[src/rtl/dct_pkg.sv]
package dct_pkg;

  localparam int CW  = 16;
  localparam int ND  = CW / 4;
  localparam int EW  = CW + 1;

  typedef logic [CW-1:0] cnt_t;
  typedef logic [EW-1:0] eff_t;

  typedef enum logic [2:0] {
    MD_TERM   = 3'd0,
    MD_ONESHT = 3'd1,
    MD_RATE   = 3'd2,
    MD_SQUARE = 3'd3,
    MD_SWSTB  = 3'd4,
    MD_HWSTB  = 3'd5
  } mode_e;

  function automatic mode_e norm_mode(input logic [2:0] code);
    if (code[2:1] == 2'b11) return mode_e'({1'b0, code[1:0]});
    return mode_e'(code);
  endfunction

  function automatic logic is_periodic(input mode_e m);
    return (m == MD_RATE) || (m == MD_SQUARE);
  endfunction

  function automatic logic gate_pauses(input mode_e m);
    return (m == MD_TERM) || (m == MD_SWSTB);
  endfunction

  function automatic logic gate_retrig(input mode_e m);
    return (m == MD_ONESHT) || (m == MD_RATE) || (m == MD_SQUARE) || (m == MD_HWSTB);
  endfunction

  function automatic int pow10(input int n);
    int acc;
    acc = 1;
    for (int i = 0; i < n; i++) acc = acc * 10;
    return acc;
  endfunction

  // one count down, binary wraps through all ones, BCD borrows digit by digit
  function automatic cnt_t dec_count(input cnt_t v, input logic bcd);
    cnt_t r;
    logic borrow;
    if (!bcd) return v - cnt_t'(1);
    r = v;
    borrow = 1'b1;
    for (int i = 0; i < ND; i++) begin
      if (borrow) begin
        if (v[4*i +: 4] == 4'd0) begin
          r[4*i +: 4] = 4'd9;
        end else begin
          r[4*i +: 4] = v[4*i +: 4] - 4'd1;
          borrow = 1'b0;
        end
      end
    end
    return r;
  endfunction

  // numeric weight of a counter value, zero standing for the full range
  function automatic eff_t eff_value(input cnt_t v, input logic bcd);
    int acc;
    if (v == '0) return bcd ? EW'(pow10(ND)) : (eff_t'(1) << CW);
    if (!bcd) return eff_t'(v);
    acc = 0;
    for (int i = ND - 1; i >= 0; i--) acc = acc * 10 + int'(v[4*i +: 4]);
    return EW'(acc);
  endfunction

endpackage

[src/rtl/dct_ctrl.sv]
module dct_ctrl
  import dct_pkg::*;
(
  input  logic       clk,
  input  logic       rst,
  input  logic       load_stb,
  input  cnt_t       load_val,
  input  logic [2:0] mode_code,
  input  logic       bcd_sel,
  input  logic       gate,
  input  logic       cnt_en,
  output cnt_t       init_r,
  output mode_e      mode_r,
  output logic       bcd_r,
  output logic       pend_r,
  output logic       run_r,
  output logic       retrig,
  output logic       tick,
  output logic       reload,
  output logic       step
);

  logic gate_d;
  logic gate_rise;
  logic gate_ok;

  assign gate_rise = gate && !gate_d;
  assign retrig    = run_r && gate_rise && gate_retrig(mode_r) && !load_stb;
  assign gate_ok   = gate_pauses(mode_r) ? gate : 1'b1;
  assign tick      = cnt_en && run_r && gate_ok && !load_stb && !retrig;
  assign reload    = tick && pend_r;
  assign step      = tick && !pend_r;

  always_ff @(posedge clk) begin
    if (rst) begin
      gate_d <= 1'b0;
      init_r <= '0;
      mode_r <= MD_TERM;
      bcd_r  <= 1'b0;
      pend_r <= 1'b0;
      run_r  <= 1'b0;
    end else begin
      gate_d <= gate;
      if (load_stb) begin
        init_r <= load_val;
        mode_r <= norm_mode(mode_code);
        bcd_r  <= bcd_sel;
        pend_r <= 1'b1;
        run_r  <= 1'b1;
      end else if (retrig) begin
        pend_r <= 1'b1;
      end else if (reload) begin
        pend_r <= 1'b0;
      end
    end
  end

endmodule

[src/rtl/dct_count.sv]
module dct_count
  import dct_pkg::*;
(
  input  logic  clk,
  input  logic  rst,
  input  logic  reload,
  input  logic  step,
  input  cnt_t  init_r,
  input  mode_e mode_r,
  input  logic  bcd_r,
  output cnt_t  count_r,
  output cnt_t  nxt_val,
  output logic  term_evt
);

  logic at_one;

  assign at_one   = (count_r == cnt_t'(1));
  assign term_evt = step && at_one;

  always_comb begin
    if (is_periodic(mode_r) && at_one) nxt_val = init_r;
    else                               nxt_val = dec_count(count_r, bcd_r);
  end

  always_ff @(posedge clk) begin
    if (rst)         count_r <= '0;
    else if (reload) count_r <= init_r;
    else if (step)   count_r <= nxt_val;
  end

endmodule

[src/rtl/dct_outgen.sv]
module dct_outgen
  import dct_pkg::*;
(
  input  logic  clk,
  input  logic  rst,
  input  logic  load_stb,
  input  logic  reload,
  input  logic  step,
  input  logic  term_evt,
  input  mode_e mode_r,
  input  logic  bcd_r,
  input  cnt_t  init_r,
  input  cnt_t  nxt_val,
  output logic  out_r
);

  logic done_r;
  logic sq_high;

  assign sq_high = eff_value(nxt_val, bcd_r) > (eff_value(init_r, bcd_r) >> 1);

  always_ff @(posedge clk) begin
    if (rst || load_stb) begin
      out_r  <= 1'b0;
      done_r <= 1'b0;
    end else if (reload) begin
      out_r  <= (mode_r == MD_SQUARE);
      done_r <= 1'b0;
    end else if (step) begin
      case (mode_r)
        MD_TERM, MD_ONESHT: begin
          out_r  <= done_r || term_evt;
          done_r <= done_r || term_evt;
        end
        MD_RATE:   out_r <= term_evt;
        MD_SQUARE: out_r <= sq_high;
        MD_SWSTB, MD_HWSTB: begin
          out_r  <= term_evt && !done_r;
          done_r <= done_r || term_evt;
        end
        default:   out_r <= 1'b0;
      endcase
    end
  end

endmodule

[src/rtl/dct_channel.sv]
module dct_channel
  import dct_pkg::*;
(
  input  logic          clk,
  input  logic          rst,
  input  logic          load_stb,
  input  logic [CW-1:0] load_val,
  input  logic [2:0]    mode_code,
  input  logic          bcd_sel,
  input  logic          gate,
  input  logic          cnt_en,
  output logic          out_q,
  output logic [CW-1:0] count_q
);

  cnt_t  init_r;
  mode_e mode_r;
  logic  bcd_r;
  logic  pend_r;
  logic  run_r;
  logic  retrig_w;
  logic  tick_w;
  logic  reload_w;
  logic  step_w;
  cnt_t  nxt_w;
  logic  term_w;

  dct_ctrl u_ctrl (
    .clk(clk), .rst(rst), .load_stb(load_stb), .load_val(load_val),
    .mode_code(mode_code), .bcd_sel(bcd_sel), .gate(gate), .cnt_en(cnt_en),
    .init_r(init_r), .mode_r(mode_r), .bcd_r(bcd_r), .pend_r(pend_r),
    .run_r(run_r), .retrig(retrig_w), .tick(tick_w), .reload(reload_w),
    .step(step_w)
  );

  dct_count u_count (
    .clk(clk), .rst(rst), .reload(reload_w), .step(step_w), .init_r(init_r),
    .mode_r(mode_r), .bcd_r(bcd_r), .count_r(count_q), .nxt_val(nxt_w),
    .term_evt(term_w)
  );

  dct_outgen u_out (
    .clk(clk), .rst(rst), .load_stb(load_stb), .reload(reload_w),
    .step(step_w), .term_evt(term_w), .mode_r(mode_r), .bcd_r(bcd_r),
    .init_r(init_r), .nxt_val(nxt_w), .out_r(out_q)
  );

endmodule

[config.mk]
export PLATFORM = sky130hd
export DESIGN_NAME = dct_channel
export DESIGN_NICKNAME = d
export VERILOG_FILES = /design/src/rtl/dct_pkg.sv /design/src/rtl/dct_ctrl.sv /design/src/rtl/dct_count.sv /design/src/rtl/dct_outgen.sv /design/src/rtl/dct_channel.sv
export SDC_FILE = /design/constraint.sdc
export NUM_CORES = 1
export LEC_CHECK = 0
export ABC_AREA = 1
export BUFFER_PORTS_ARGS = -buffer_cell sky130_fd_sc_hd__buf_4
export CAP_MARGIN = 20
export CORE_MARGIN = 1.5
export CORE_UTILIZATION = 40
export CTS_BUF_LIST = sky130_fd_sc_hd__clkbuf_8
export CTS_CLUSTER_DIAMETER = 100
export DETAILED_ROUTE_END_ITERATION = 7
export GPL_TIMING_DRIVEN = 1
export PLACE_DENSITY = 0.55
export SYNTH_ARGS = -nofsm -noshare
export SYNTH_HDL_FRONTEND = slang
export SYNTH_SLANG_ARGS = --single-unit
[constraint.sdc]
create_clock -name clk -period 10.52 [get_ports clk]
set_clock_uncertainty 0.2 [all_clocks]
set_input_delay 1.052 -clock clk [delete_from_list [all_inputs] [get_ports clk]]
set_output_delay 1.052 -clock clk [all_outputs]
set_load 0.01 [all_outputs]
# Word-level counts from Yosys, hierarchy flattened
# Cells that the tools add are included.
# op_classes
n_addsub	11
n_mul	6
n_lt_le_gt_ge	1
n_eq_ne	7
mux	50
reduce_logical	39
# op_table
op	count
$mux W17	9
$add A32 B5 Y32	4
$mux W16	5
$mul A32 B4 Y16 const B	2
$mul A32 B4 Y31 const B	2
$add A17 B5 Y17	2
$logic_not A16 Y1	2
$mux W4	7
$mux W1	26
$gt A17 B16 Y1	1
$eq A16 B1 Y1 const B	1
$logic_not A4 Y1	4
$sub A16 B1 Y16 const B	1
$sub A4 B1 Y4 const B	4
$mul A4 B3 Y7 const B	2
$logic_and A1 B1 Y1	13
$logic_or A1 B1 Y1	7
$eq A3 B2 Y1 const B	2
$eq A3 B3 Y1 const B	2
$mux W3	2
$reduce_or A2 Y1	3
$logic_not A1 Y1	5
$pmux W1 S4	1
$reduce_or A4 Y1	1
6 further kinds	6
# totals
regBits	41
in_bits	25
elab_cells	123

# Longest topological paths before layout
# logic_depth
depth_word	27
ltp_mapped	56
ltp_nobuf	56

# Cells and area by module
# A second synthesis with hierarchy kept.
# unflattened
hier_cells	1168
hier_area_um2	7447.1
# by_module_without_submodules
module	n_inst	cells_each	area_each_um2	seq_area_each_um2
dct_outgen	1	784	4951.0	40.0
dct_count	1	271	1640.3	320.3
dct_ctrl	1	113	855.8	460.4

# Least setup slack after synthesis
# No wires, ideal clock.
# synth_path
kind	register to register
from	register u_count.count_r[0]
to	register u_out.out_r
arrival_time_ns	6.994
required_ns	10.204
setup_slack_ns	3.210
stages_incl_launch_ff	52
n_path_buf	0
synth_period_minus_slack_ns	7.310
cell_sequence	dfxtp_1 inv_1 ha_1 nand2_2 nor2_4 nand2_1 o21ai_1 nand2_1 nand3_1 nand2_1 ha_1 ha_1 inv_1 fa_1 xor2_1 inv_1 ha_1 ha_1 (+16 left out) nand2_1 nor2_1 nand3_1 nor2_1 inv_1 a21oi_1 nor3b_1 ha_1 nand2_1 nor4_1 and3b_1 nor2_1 nor2_1 nand2_1 nand2_1 nand2_1 nand2_1 a21oi_1
# synth_between
elab_chain_len	25
word_cells_on_any_way	39
# synth_rtl
item	line	rtl
start: declaration	dct_count.sv:11	output cnt_t count_r,
start signal: assignment	dct_count.sv:28	else if (reload) count_r <= init_r;
start signal: assignment	dct_count.sv:29	else if (step) count_r <= nxt_val;
$logic_not A4 Y1	dct_pkg.sv:52	if (v[4*i +: 4] == 4'd0) begin
$mux W1	dct_pkg.sv:52	
$mux W1	dct_pkg.sv:48	r = v;
$mux W1	dct_count.sv:22	if (is_periodic(mode_r) && at_one) nxt_val = init_r;
$mux W1	dct_pkg.sv:51	if (borrow) begin
$mux W1	dct_pkg.sv:48	
$mux W1	dct_count.sv:22	
$mux W1	dct_pkg.sv:51	
(+9 left out)	-	
$mul A32 B4 Y16	dct_pkg.sv:69	for (int i = ND - 1; i >= 0; i--) acc = acc * 10 + int'(v[4*i +: 4]);
$add A17 B5 Y17	dct_pkg.sv:69	
$mux W17	dct_pkg.sv:68	acc = 0;
$mux W17	dct_pkg.sv:67	if (!bcd) return eff_t'(v);
$gt A17 B16 Y1	dct_outgen.sv:20	assign sq_high = eff_value(nxt_val, bcd_r) > (eff_value(init_r, bcd_r) >> 1);
$pmux W1 S4 *	dct_outgen.sv:30	case (mode_r)
$mux W1 *	dct_outgen.sv:29	end else if (step) begin
$mux W1 *	dct_outgen.sv:26	end else if (reload) begin
end signal: assignment	dct_outgen.sv:27	out_r <= (mode_r == MD_SQUARE);
end signal: assignment	dct_outgen.sv:32	out_r <= done_r || term_evt;
end signal: assignment	dct_outgen.sv:35	MD_RATE: out_r <= term_evt;
end: declaration	dct_outgen.sv:14	output logic out_r
# Mark *: on every way between the ends. The rest lies on a longest branch, timed or not. The select of a mux whose other input is x is not followed.
# A chain may end at the register's enable or synchronous reset.

# Final worst setup path
# layout_path
from	register u_count.count_r[7]
to	register u_out.out_r
# layout_between
elab_chain_len	23
word_cells_on_any_way	37
# layout_rtl
item	line
$logic_not A4 Y1	dct_pkg.sv:52
$mux W1	dct_pkg.sv:52
$mux W1	dct_pkg.sv:51
$mux W1	dct_pkg.sv:48
$mux W1	dct_count.sv:22
$mux W1	dct_pkg.sv:51
$mux W1	dct_pkg.sv:48
$mux W1	dct_count.sv:22
(+7 left out)	-
$mul A32 B4 Y16	dct_pkg.sv:69
$add A17 B5 Y17	dct_pkg.sv:69
$mux W17	dct_pkg.sv:68
$mux W17	dct_pkg.sv:67
$gt A17 B16 Y1	dct_outgen.sv:20
$pmux W1 S4 *	dct_outgen.sv:30
$mux W1 *	dct_outgen.sv:29
$mux W1 *	dct_outgen.sv:26
# Marked as above.

==> results.py <==
metrics = {
    "clocking": {
        "cts_buffers": 5,
        "clockRootBuffer": "clkbuf_8",
        "cts_buffer_depth": 2,
        "cts.sinks": 41,
        "cts_setup_buffers": 0,
        "clk_pin_slew_worst_paths_ns": 0.09,
        "cts_resized": 0,
        "cts_tree": "built",
        "ctsHoldBuffers": 0,
        "clock_latency_ns": 0.31,
        "htree_levels": 2,
    },
    "die": {
        "ioPinCount": 42,
        "core-area_mm2": 0.0180,
        "start_util_pct": 40.7,
        "die_w_um": 138,
        "die_h_um": 138,
        "die_area_mm2": 0.0191,
        "row_count": 49,
    },
    "critical_path": {
        "cpMostUsedCell": "nand2_1",
        "reg2reg_slack_ns": 1.98,
        "reg2reg_depth": 50,
        "startpoint_type": "flop",
        "path_class": "reg2reg",
        "cp.required_ns": 10.53,
        "end_kind": "flop",
        "r2r-end": "u_out.out_r",
        "cp-endpoint": "u_out.out_r",
        "cp_slowest_stage_delay_ns": 0.46,
        "cp.arrival_ns": 8.55,
        "timing.critical_path.from": "u_count.count_r[7]",
        "crit_fanout": 7,
        "cpMaxStageDelayCell": "fa_1",
        "timing.rr.start": "u_count.count_r[7]",
    },
    "final_layout": {
        "layout.nets": 1383,
        "layout_commonest_cell": "nand2_1",
        "final_cell_mix": "nand2_1, inv_1, ha_1",
        "drive_above_1_share_pct": 6.92,
        "syn_to_final_growth_pct": 8.85,
        "nFillCells": 1975,
        "fin_cells": 1458,
        "num_antenna_cells": 0,
    },
    "timing": {
        "setup_ws_ns": 1.98,
        "setup_violations": 0,
        "whs_ns": 0.285,
        "fin_crit_sh_pct": 81.2,
        "fmax_mhz": 117,
        "hold_viol": 0,
        "setup_tns_ns": 0,
        "fin_crit_ns": 8.54,
        "slew_viol_final": 0,
        "max-slew-margin-rel_pct": 48.9,
        "rsz0062_at_grt": "false",
        "worst_slew_pin_slew_ns": 0.764,
    },
    "synthesis": {
        "syn-instance-count": 1193,
        "syn_avg_cell_area_um2": 6.12,
        "postSynth.asyncResetShare_pct": 0,
        "ys_ff_latch": 41,
        "synth_top_area_share_pct": 20.2,
        "ys_warn_count": 0,
        "seq_area_frac_synth_pct": 11.2,
        "synth_edf_count": 0,
        "netlist_area_mm2": 0.00731,
        "yosys.area.top_type": "ha_1",
        "synth_cell_types": 48,
        "yosys-top-cells-area": "ha_1, nand2_1, dfxtp_1, inv_1, nor2_1",
        "synth_flop_cell": "dfxtp_1",
    },
    "hold_path": {
        "min_path_type": "reg2reg",
    },
    "global_routing": {
        "grt_max_degree": 39,
        "grt_pass1_vias": 7083,
        "overflow": 0,
        "grt_pass1_wl_um": 34400,
        "antenna_found_initial": 0,
        "grt_use_total_pct": 21.7,
    },
    "placed_design": {
        "hpwlAfterDp_um": 17300,
        "port_buffers": 41,
        "dp_cells": 1450,
        "gp_congestion": 0.933,
        "dpl_worst_slack_ns": 1.98,
    },
    "outcome": {
        "status": "completed",
    },
    "routing": {
        "final_antenna_net_count": 0,
        "drt-initial-drc-count": 346,
        "drt-total-wl_um": 20700,
        "route.detailed.drc": 0,
        "routedWlPerCell_um": 14.2,
        "via_count": 7431,
        "viasPerCell": 5.10,
        "dr.pass1.iters": 6,
    },
    "run": {
        "drv_cap": 0,
    },
}
metrics by stage:
stage,utilization [%],area [um^2]
floorplan,-,7310
global placement,43.8,7860
detailed placement,43.8,7860
CTS,44.3,7950
global route,44.3,7950
finish,44.3,7950
cells by family (layout without fill, tap and decap cells):
logic type	after synthesis	count (layout)	share of synthesized area [%]
AND/OR/NAND/NOR	553	553	32.4
AO/OA/AOI/OAI	195	195	14.7
flip-flops	41	41	11.2
buffers and inverters	217	252	11.3
XOR/XNOR	56	56	6.82
adder cells (fa/ha/maj)	130	130	23.5
other	1	2	0.0513
synth_stat cells (4+ instances only):
cell type    n
nand3b_1     6
nand3_1     74
a21oi_1     77
dfxtp_1     41
fa_1        12
or2_2        6
o21bai_1     5
ha_1       118
inv_1      193
o21ai_0     64
xnor2_1     19
a31oi_1     22
nand2_1    298
nor2_1     117
nand2_2      6
xor2_1      36
and2_1       4
nand4_1     11
nor2_2       7
o21ai_1      5
o211ai_1     8
clkbuf_1    14
nor3_1      11
state kept, by name (all words and copies together), names as in the netlist:
| signal | count |
|---|---|
| u_out.done_r | 1 |
| u_count.count_r | 16 |
| u_ctrl.pend_r | 1 |
| u_ctrl.mode_r | 3 |
| u_out.out_r | 1 |
| u_ctrl.bcd_r | 1 |
| u_ctrl.init_r | 16 |
| u_ctrl.gate_d | 1 |
| u_ctrl.run_r | 1 |
cell type report:
class / instances / area (um^2) / area share [%]
clock inverter: 3 / 22.5 / 0.283
timing repair buffer: 46 / 345 / 4.34
sequential: 41 / 821 / 10.3
inverter: 198 / 743 / 9.35
tap: 229 / 287 / 3.60
clock buffer: 5 / 68.8 / 0.865
multi-input combinational: 936 / 5670 / 71.2
worst max-delay path, delay by kind of cell (launching register included):
kind	cells	cell delay (ns)
adders and majority gates	7	2.22
and+or+nand+nor	27	3.33
buffers and inverters	7	0.71
AOI/OAI and AO/OA	6	0.87
DFF	1	0.44
xor gates and xnor gates	3	0.65
worst min-delay path by stage:
stage                            start      endpoint  slack (ns)  depth (start not counted)
after CTS                 u_ctrl.run_r  u_ctrl.run_r        0.28                          2
after detailed placement  u_ctrl.run_r  u_ctrl.run_r        0.27                          2
after floorplan           u_ctrl.run_r  u_ctrl.run_r        0.25                          2
after global routing      u_out.done_r  u_out.done_r        0.31                          2
final                     u_ctrl.run_r  u_ctrl.run_r        0.28                          2
after global placement    u_ctrl.run_r  u_ctrl.run_r        0.27                          2
per-layer routing:
layer	wire, um	vias up	global-route usage [%]
li1	-	3943	-
met1	10000	3303	29.3
met2	9520	159	37.7
met3	862	26	2.53
met4	339	0	3.99
met5	0	-	0
Power is left out: the tool's default activity adds up to more than one toggle a clock period on the data nets, which glitch-free logic cannot reach.
